**config.mk**
```make
export PLATFORM = sky130hd
export DESIGN_NAME = limit_timer
export DESIGN_NICKNAME = d
export VERILOG_FILES = /design/src/rtl/ltmr_pkg.sv /design/src/rtl/ltmr_ctrl.sv /design/src/rtl/ltmr_dpath.sv /design/src/rtl/limit_timer.sv
export SDC_FILE = /design/constraint.sdc
export NUM_CORES = 1
export LEC_CHECK = 0
export ABC_AREA = 0
export BUFFER_PORTS_ARGS = -buffer_cell sky130_fd_sc_hd__buf_4
export CAP_MARGIN = 25
export CORE_AREA = 2 2 109 111
export CTS_BUF_LIST = sky130_fd_sc_hd__clkbuf_8
export DETAILED_ROUTE_END_ITERATION = 12
export DIE_AREA = 0 0 111 113
export PLACE_DENSITY_LB_ADDON = 0.12
export SYNTH_ARGS = -nofsm -noshare
export SYNTH_HDL_FRONTEND = slang
export SYNTH_SLANG_ARGS = --single-unit
```
**constraint.sdc**
```tcl
create_clock -name clk -period 1.93 [get_ports clk]
set_clock_uncertainty 0.15 [all_clocks]
set_input_delay 0.2895 -clock clk [delete_from_list [all_inputs] [get_ports clk]]
set_output_delay 0.2895 -clock clk [all_outputs]
set_load 0.01 [all_outputs]
```
**src/rtl/ltmr_pkg.sv**
```systemverilog
package ltmr_pkg;

  // control register layout
  localparam int CTRL_W  = 5;
  localparam int IE_BIT  = 0;
  localparam int NH_BIT  = 1;
  localparam int WD_BIT  = 2;
  localparam int IP_BIT  = 3;
  localparam int PD_BIT  = 4;

  localparam int ADDR_W  = 2;

  typedef enum logic [ADDR_W-1:0] {
    SEL_CTRL  = 2'd0,
    SEL_COUNT = 2'd1,
    SEL_LIMIT = 2'd2,
    SEL_NONE  = 2'd3
  } regSel_e;

  // strobes from control to datapath
  typedef struct packed {
    logic advance;
    logic loadCount;
    logic loadLimit;
  } dpStrobe_t;

endpackage

```
**src/rtl/ltmr_ctrl.sv**
```systemverilog
module ltmr_ctrl
  import ltmr_pkg::*;
(
  input  logic              clk,
  input  logic              rstN,
  input  logic              tickEn,
  input  logic              halted,
  input  logic              wrEn,
  input  logic [ADDR_W-1:0] addr,
  input  logic [CTRL_W-1:0] wrCtrl,
  input  logic              expire,
  output dpStrobe_t         strobe,
  output logic [CTRL_W-1:0] ctrlQ,
  output logic              irqQ
);

  logic ctrlWr;
  logic flagWasSet;

  assign ctrlWr     = wrEn && (addr == SEL_CTRL);
  assign flagWasSet = ctrlQ[IP_BIT];

  // counting is paused when the pause bit is set and the host is halted
  always_comb begin
    strobe.advance   = tickEn && !(ctrlQ[NH_BIT] && halted);
    strobe.loadCount = wrEn && (addr == SEL_COUNT);
    strobe.loadLimit = wrEn && (addr == SEL_LIMIT);
  end

  always_ff @(posedge clk or negedge rstN) begin
    if (!rstN) begin
      ctrlQ <= '0;
      irqQ  <= 1'b0;
    end else if (ctrlWr) begin
      // software write owns every control bit in this cycle
      ctrlQ <= wrCtrl;
      if (flagWasSet && !wrCtrl[IP_BIT]) irqQ <= 1'b0;
    end else if (expire) begin
      ctrlQ[IP_BIT] <= 1'b1;
      if (ctrlQ[IE_BIT] && !flagWasSet) irqQ <= 1'b1;
    end
  end

endmodule

```
**src/rtl/ltmr_dpath.sv**
```systemverilog
module ltmr_dpath
  import ltmr_pkg::*;
#(
  parameter int              CNT_W       = 32,
  parameter int              DATA_W      = 32,
  parameter logic [CNT_W-1:0] LIMIT_RESET = CNT_W'(24'hFFFFFF)
) (
  input  logic              clk,
  input  logic              rstN,
  input  dpStrobe_t         strobe,
  input  logic [CNT_W-1:0]  wrValue,
  input  logic [ADDR_W-1:0] addr,
  input  logic [CTRL_W-1:0] ctrlQ,
  output logic              expire,
  output logic [CNT_W-1:0]  countQ,
  output logic [CNT_W-1:0]  limitQ,
  output logic [DATA_W-1:0] rdData
);

  logic atLimit;

  assign atLimit = (countQ == limitQ);
  // a count write in the same cycle wins over the tick
  assign expire  = strobe.advance && atLimit && !strobe.loadCount;

  always_ff @(posedge clk or negedge rstN) begin
    if (!rstN) begin
      countQ <= '0;
    end else if (strobe.loadCount) begin
      countQ <= wrValue;
    end else if (strobe.advance) begin
      countQ <= atLimit ? '0 : countQ + 1'b1;
    end
  end

  always_ff @(posedge clk or negedge rstN) begin
    if (!rstN)                 limitQ <= LIMIT_RESET;
    else if (strobe.loadLimit) limitQ <= wrValue;
  end

  always_comb begin
    unique case (regSel_e'(addr))
      SEL_CTRL:  rdData = DATA_W'(ctrlQ);
      SEL_COUNT: rdData = DATA_W'(countQ);
      SEL_LIMIT: rdData = DATA_W'(limitQ);
      default:   rdData = '0;
    endcase
  end

endmodule

```
**src/rtl/limit_timer.sv**
```systemverilog
module limit_timer
  import ltmr_pkg::*;
#(
  parameter int              CNT_W       = 32,
  parameter int              DATA_W      = 32,
  parameter logic [CNT_W-1:0] LIMIT_RESET = CNT_W'(24'hFFFFFF)
) (
  input  logic              clk,
  input  logic              rstN,
  input  logic              tickEn,
  input  logic              halted,
  input  logic              wrEn,
  input  logic [1:0]        addr,
  input  logic [DATA_W-1:0] wrData,
  output logic [DATA_W-1:0] rdData,
  output logic              irq
);

  dpStrobe_t         strobe;
  logic              expire;
  logic [CTRL_W-1:0] ctrlQ;
  logic [CNT_W-1:0]  countQ;
  logic [CNT_W-1:0]  limitQ;

  ltmr_ctrl i_ctrl (
    .clk    (clk),
    .rstN   (rstN),
    .tickEn (tickEn),
    .halted (halted),
    .wrEn   (wrEn),
    .addr   (addr),
    .wrCtrl (wrData[CTRL_W-1:0]),
    .expire (expire),
    .strobe (strobe),
    .ctrlQ  (ctrlQ),
    .irqQ   (irq)
  );

  ltmr_dpath #(
    .CNT_W       (CNT_W),
    .DATA_W      (DATA_W),
    .LIMIT_RESET (LIMIT_RESET)
  ) i_dpath (
    .clk     (clk),
    .rstN    (rstN),
    .strobe  (strobe),
    .wrValue (wrData[CNT_W-1:0]),
    .addr    (addr),
    .ctrlQ   (ctrlQ),
    .expire  (expire),
    .countQ  (countQ),
    .limitQ  (limitQ),
    .rdData  (rdData)
  );

endmodule

```
==> results.json, run 1 <==
{
  "endpoint_kind": "register",
  "yosys-top-cells-area": "dfrtp_1, dfstp_2, mux2_2",
  "fp.coreArea_mm2": 0.01127,
  "die-area_mm2": 0.01254,
  "cts_buffer_depth": 2,
  "final_area_mm2": 0.006665,
  "final.setup.tns_ns": -6.887,
  "synthSimpleGateAreaFrac_pct": 18.81,
  "rsz0062_at_grt": "yes",
  "grt_overflow": 0,
  "layout.cells.non_filler": 798,
  "drt-total-wl_um": 14780,
  "cts_buffers": 9,
  "clk_pin_slew_ns": 0.07,
  "synth_xor_area_share_pct": 7.710,
  "yosysWarnings": 0,
  "gp_congestion": 0.8710,
  "hpwlAfterDp_um": 10560,
  "via_per_inst": 5.432,
  "hold_class": "input pin to register",
  "crit_arrival_ns": 2.35,
  "max_slew_margin_pct": 56.87,
  "ys_types": 56,
  "synth-async-reset-ratio_pct": 100.0,
  "fin_crit_sh_pct": 114.5,
  "yosysTopAreaCellShare_pct": 25.98,
  "cts-root-buf": "clkbuf_8",
  "synth_top_family_by_area": "simple AND/OR/NAND/NOR gates",
  "fmax_ghz": 0.4523,
  "finalMaxSlewViolations": 0,
  "ys_seq_area_share_pct": 40.21,
  "maxCapViolations": 0,
  "synth_compound_area_share_pct": 18.27,
  "route.detailed.drc": 0,
  "synthesis.nets": 507,
  "die_x_um": 111,
  "first_iter_violations": 186,
  "syn_inst": 467,
  "vias": 4335,
  "syn_area_per_cell_um2": 9.487,
  "netlist_top_cells_count": "nand2_1, dfrtp_1, xnor2_1",
  "wl_per_cell_um": 18.52,
  "start_util_pct": 39.31,
  "synth-edff-count": 0,
  "io_pins": 72,
  "hold_viol": 0,
  "pre_cts_ws_ns": -0.4736,
  "antennaDiodeCount": 0,
  "synth_area_mm2": 0.004430,
  "grt_max_degree": 33,
  "clock_latency_ns": 0.37,
  "post-place-cells": 759,
  "hold-worst-slack_ns": 0.01084,
  "setup_viol": 34,
  "status": "complete, but fails checks",
  "synth_fa_ha_area_share_pct": 0.2824,
  "area_growth_pct": 50.44,
  "p_leak_nw": 3.020,
  "grt_first_pass_wirelength_um": 24160,
  "place_area_mm2": 0.005887,
  "rows": 39,
  "violations": "negative setup slack",
  "grt_pass1_vias": 4488,
  "cts_max_level": 3,
  "ant_nets": 0,
  "vdd_drop_max_uv": 441.2,
  "yosys.area.top_type": "dfrtp_1",
  "io_buffers": 71,
  "ys_ff_latch": 70,
  "antenna_found_initial": 0,
  "min_period_ns": 2.211,
  "num-nets-final": 690,
  "synth_mux_area_share_pct": 9.489,
  "die_h_um": 113,
  "clkSinkCount": 70,
  "synth-main-ff-cell": "dfrtp_1",
  "fill_cells": 1020,
  "drive_above_1_share_pct": 51.91,
  "cts_tree": "done",
  "synthMostInstantiatedCell": "nand2_1",
  "worst_pin_slew_ns": 0.6446,
  "critPathRequiredTime_ns": 2.07,
  "worst_slack_ns": -0.2808,
  "cellPowerDensity_mw_per_mm2": 778.8,
  "worst_setup_path_start_kind": "register",
  "grtUsageTotal_pct": 24.50,
  "crit_fanout": 7,
  "drt_pass1_iterations": 5,
  "critical_path_class": "register to register"
}
## registers in the layout, indices dropped and copies added, names as in the netlist
signal	flops
i_ctrl.irqQ	1
i_dpath.countQ	32
i_ctrl.ctrlQ	5
i_dpath.limitQ	32
## metal layers
metal	global-route usage, %	up-vias	wire length (µm)
met2	40.61	103	7224
met5	0	-	0
met3	3.107	12	560
li1	-	2061	-
met4	8.750	0	217
met1	33.23	2159	6780
## stage by stage
stage | util, % | power [mW]
floorplan | - | 2.970
global placement | 52.23 | 3.843
detailed placement | 52.23 | 3.876
CTS | 57.19 | 5.098
global route | 59.13 | 5.460
finish | 59.13 | 5.191
## critical path, stage by stage (launching register included)
cell and delay [ns]:
dfstp_2 0.56, xnor2_2 0.12, nand4_1 0.20, nor4_4 0.32, buf_6 0.17, and2_4 0.16, buf_8 0.13, buf_6 0.11
a41oi_2 0.07, a21oi_1 0.13
## layout by cell type, fill, tap and decap left out, types with 3 or more instances in the layout
cell type / Yosys / routed
o21ai_0: 25 / 10
a21o_1: 5 / 5
nand3_4: 1 / 3
xnor2_2: 0 / 9
xnor2_1: 36 / 27
a21oi_2: 0 / 5
dfstp_2: 24 / 24
a22o_1: 28 / 28
buf_4: 7 / 178
nand2_1: 58 / 51
a31o_1: 5 / 5
clkbuf_8: 0 / 11
a21oi_1: 28 / 23
o21ai_1: 5 / 10
mux2i_1: 6 / 6
inv_1: 3 / 6
dfrtp_2: 0 / 6
xor2_1: 3 / 3
mux2_2: 32 / 32
nand3_1: 15 / 11
nor3_1: 10 / 8
and2_1: 5 / 4
dfrtp_1: 46 / 40
buf_12: 0 / 4
buf_6: 2 / 18
a32o_1: 5 / 5
nor2_1: 29 / 28
nand4_1: 11 / 11
dlygate4sd3_1: 0 / 11
o21ai_2: 0 / 10
nor4_4: 3 / 5
or3_1: 5 / 5
nand2_2: 0 / 4
and3_1: 3 / 3
## final timing paths
check | from | depth (start not counted) | end | slack, ns
min in group asynchronous | rstN | 2 | i_dpath.countQ[6]$_DFFE_PN0P_ | 0.25
worst min-delay path | wrData[4] | 3 | i_ctrl.ctrlQ[4]$_DFFE_PN0P_ | 0.01
worst max register to register | i_dpath.limitQ[20]$_DFFE_PN1P_ | 9 | i_ctrl.irqQ$_DFFE_PN0P_ | -0.28
worst max-delay path | i_dpath.limitQ[20]$_DFFE_PN1P_ | 9 | i_ctrl.irqQ$_DFFE_PN0P_ | -0.28
max in group asynchronous | rstN | 3 | i_dpath.limitQ[5]$_DFFE_PN1P_ | 0.76
worst min register to register | i_ctrl.ctrlQ[4]$_DFFE_PN0P_ | 2 | i_ctrl.ctrlQ[4]$_DFFE_PN0P_ | 0.33
## logic make-up after synthesis
family	count (synthesis)
AOI/OAI and AO/OA	119
xor gates and xnor gates	39
adders and majority gates	1
buffers and inverters	44
DFF	70
muxes	38
and+or+nand+nor	156
## repair_timing
action                                  in CTS  in global routing
pin swaps                                   40                 15
buffers inserted                             8                  4
gates cloned                                 1                  0
hold buffers                                11                  0
endpoints found under the hold margin       28                  0
gates resized for setup                     57                 43
endpoints found under the setup margin      34                 35
## power by group
| part | switching [mW] | total (mW) | leakage (nW) | internal, mW |
|---|---|---|---|---|
| clock | 0.595 | 1.12 | 0.103 | 0.520 |
| combinational | 0.883 | 2.01 | 2.14 | 1.12 |
| sequential | 0.271 | 2.07 | 0.780 | 1.80 |
## final cells by class
class	instances	area (µm²)	area share [%]
multi-input cells	354	2769	41.54
flip-flops and latches	70	1789	26.84
repair buffers	212	1744	26.17
well taps	143	178.9	2.684
clock buffers	11	151.4	2.271
inverters	3	11.26	0.1690
clock inverters	5	21.27	0.3191
Note: power is estimated with default switching activity, not from simulation.
==> run 2, diff against run 1 <==
--- a/config.mk
+++ b/config.mk
@@ -8,11 +8,12 @@
 export ABC_AREA = 0
 export BUFFER_PORTS_ARGS = -buffer_cell sky130_fd_sc_hd__buf_4
 export CAP_MARGIN = 25
-export CORE_AREA = 2 2 109 111
+export CORE_AREA = 2 2 111 113
 export CTS_BUF_LIST = sky130_fd_sc_hd__clkbuf_8
 export DETAILED_ROUTE_END_ITERATION = 12
-export DIE_AREA = 0 0 111 113
-export PLACE_DENSITY_LB_ADDON = 0.12
+export DIE_AREA = 0 0 113 115
+export PLACE_DENSITY = 0.64
 export SYNTH_ARGS = -nofsm -noshare
 export SYNTH_HDL_FRONTEND = slang
+export SYNTH_HIERARCHICAL = 1
 export SYNTH_SLANG_ARGS = --single-unit
==> constraint.sdc (replaced) <==
create_clock -name clk -period 1.93 [get_ports clk]
set_clock_uncertainty 0.15 [all_clocks]
set_input_delay 0.0965 -clock clk [delete_from_list [all_inputs] [get_ports clk]]
set_output_delay 0.0965 -clock clk [all_outputs]
set_load 0.01 [all_outputs]
==> run 2 against run 1 <==
Compared with the run above: the flow finishes with violations (design-rule violations, negative setup slack); sequential share of layout area is 1.3 points lower; sequential power is essentially flat; die area is 3.6% higher; register-to-register slack lost 0.05 ns; first-iteration DRC count up 25%; synthesized area up 4.1%; clock power grew 4%; worst setup slack worse by 0.048 ns; largest cell class unchanged.
==> results.json, run 2 <==
{
  "drt-total-wl_um": 14760,
  "drive_above_1_share_pct": 52.99,
  "wl_per_cell_um": 18.07,
  "synth_compound_area_share_pct": 18.91,
  "grt_max_degree": 40,
  "fin_crit_sh_pct": 117.0,
  "worst_slack_ns": -0.3287,
  "area_growth_pct": 51.55,
  "synth_xor_area_share_pct": 6.267,
  "synth_top_family_by_area": "compound AO/OA/AOI/OAI gates",
  "fp.coreArea_mm2": 0.01181,
  "synth-async-reset-ratio_pct": 100.0,
  "gp_congestion": 0.8349,
  "io_pins": 72,
  "largest_registers": "i_dpath/countQ: 32 flops, i_dpath/limitQ: 32 flops, i_ctrl/ctrlQ: 5 flops",
  "seq_area_mm2": 0.001787,
  "maxCapViolations": 0,
  "grt_overflow": 0,
  "cellPowerDensity_mw_per_mm2": 761.2,
  "final_common_cell": "buf_4",
  "via_per_inst": 5.526,
  "cts_tree": "done",
  "crit_arrival_ns": 2.36,
  "fill_cells": 1009,
  "max_slew_margin_pct": 70.08,
  "ys_seq_area_share_pct": 38.63,
  "num-nets-final": 706,
  "syn_area_per_cell_um2": 9.961,
  "crit_fanout": 5,
  "cts_buffer_depth": 2,
  "antennaDiodeCount": 0,
  "ys_types": 63,
  "vias": 4515,
  "violations": "design-rule violations, negative setup slack",
  "die_x_um": 113,
  "p_leak_nw": 2.990,
  "fmax_ghz": 0.4427,
  "ys_ff_latch": 70,
  "status": "complete, but fails checks",
  "yosysWarnings": 6,
  "synthMostInstantiatedCell": "dfrtp_1",
  "yosys-top-cells-area": "dfrtp_1, dfstp_2, mux2_2",
  "rsz0062_at_grt": "yes",
  "layout.cells.non_filler": 817,
  "worst_pin_slew_ns": 0.4487,
  "cts-root-buf": "clkbuf_8",
  "cts_max_level": 3,
  "yosys.area.top_type": "dfrtp_1",
  "mostFrequentLayoutCells": "buf_4, dfrtp_1, nand2_1",
  "endpoint_kind": "register",
  "start_util_pct": 39.05,
  "pre_cts_ws_ns": -0.4851,
  "post-place-cells": 753,
  "die-area_mm2": 0.01300,
  "clock_latency_ns": 0.36,
  "clkSinkCount": 70,
  "min_period_ns": 2.259,
  "syn_inst": 463,
  "hold_viol": 0,
  "multi_input_area_mm2": 0.002829,
  "clk_pin_slew_ns": 0.07,
  "ant_nets": 0,
  "io_buffers": 71,
  "setup_viol": 34,
  "synthSimpleGateAreaFrac_pct": 18.69,
  "vdd_drop_max_uv": 341.5,
  "critPathRequiredTime_ns": 2.03,
  "worst_setup_path_start_kind": "register",
  "antenna_found_initial": 0,
  "finalMaxSlewViolations": 0,
  "yosysTopAreaCellShare_pct": 24.96,
  "netlist_top_cells_count": "dfrtp_1, nand2_1, mux2_2",
  "grt_first_pass_wirelength_um": 23340,
  "hpwlAfterDp_um": 10280,
  "die_h_um": 115,
  "rows": 40,
  "first_iter_violations": 233,
  "grtUsageTotal_pct": 22.86,
  "route.detailed.drc": 3,
  "critical_path_class": "register to register",
  "synth-main-ff-cell": "dfrtp_1",
  "drt_pass1_iterations": 8,
  "cts_buffers": 9,
  "synth_mux_area_share_pct": 10.34,
  "synth_fa_ha_area_share_pct": 0.2713,
  "synth_area_mm2": 0.004612,
  "hold_class": "input pin to register",
  "synth-edff-count": 0,
  "finish.utilization_pct": 59.17,
  "synthesis.nets": 503,
  "grt_pass1_vias": 4523
}
-- run 2: changes by cell type after synthesis, sizes merged, moves of 7 or more --
cell,change
a22oi,+7
buf,-9
clkbuf,+14
nand2,-17
nor2,-11
-- run 2: power breakdown --
| group | total, mW | internal (mW) | switching (mW) |
|---|---|---|---|
| logic | 2.10 | 1.17 | 0.930 |
| registers | 2.06 | 1.80 | 0.260 |
| clock network | 1.16 | 0.592 | 0.565 |
-- run 2: per-layer routing --
| layer | vias to the layer above | part of all wire (%) | GRT usage (%) |
|---|---|---|---|
| li1 | 2126 | - | - |
| met5 | - | 0 | 0 |
| met1 | 2233 | 44 | 29.52 |
| met3 | 31 | 4.0 | 3.479 |
| met2 | 125 | 49 | 38.64 |
| met4 | 0 | 2.7 | 9.350 |
-- run 2: repair_timing --
item	in CTS	in global routing
gates resized for setup	31	33
pin swaps	25	15
hold buffers	34	0
setup endpoints to repair	34	34
endpoints found under the hold margin	130	0
gates cloned	0	1
setup buffers	12	2
-- run 2: cell families after synthesis --
logic type	Yosys count
XOR/XNOR	33
buffers and inverters	52
flip-flops	70
AND/OR/NAND/NOR	140
multiplexers	43
AO/OA/AOI/OAI	124
adder cells (fa/ha/maj)	1
-- run 2: per-stage QoR --
stage	power (mW)	hold WS, ns	cell area [µm²]	TNS, ns
floorplan	3.075	-0.3491	4697	-2.115
global route	5.592	0.06335	6989	-9.731
detailed placement	3.969	-0.07698	6060	-14.01
global placement	3.919	-0.07675	6060	-12.86
CTS	5.272	0.01984	6815	-6.330
finish	5.321	0.04820	6989	-7.801
-- run 2: worst paths after layout --
check / start / end / slack, ns / cells after the start
worst max-delay path: i_dpath/limitQ[12]$_DFFE_PN1P_ / i_dpath/countQ[29]$_DFFE_PN0P_ / -0.33 / 7
worst min-delay path: addr[1] / i_ctrl/ctrlQ[3]$_DFFE_PN0P_ / 0.05 / 4
worst max register to register: i_dpath/limitQ[12]$_DFFE_PN1P_ / i_dpath/countQ[29]$_DFFE_PN0P_ / -0.33 / 7
worst min register to register: i_ctrl/ctrlQ[3]$_DFFE_PN0P_ / i_ctrl/irqQ$_DFFE_PN0P_ / 0.36 / 1
max in group asynchronous: rstN / i_dpath/limitQ[23]$_DFFE_PN1P_ / 0.93 / 3
min in group asynchronous: rstN / i_dpath/countQ[6]$_DFFE_PN0P_ / 0.07 / 2
-- run 2: layout make-up --
cell class                 instances  share of cell area, %
clock inverter                     2                 0.1074
tap                              147                  2.632
multi-input combinational        342                  40.48
clock buffer                      13                  2.560
inverter                           7                 0.3759
timing repair buffer             236                  28.29
sequential                        70                  25.56
-- run 2: critical path, cell delays in order, from the launching register on --
cell	delay (ns)
dfstp_2	0.57
xnor2_2	0.13
nand4_1	0.21
nor4_4	0.32
buf_4	0.19
and2_4	0.19
o21ai_2	0.05
a221o_1	0.32
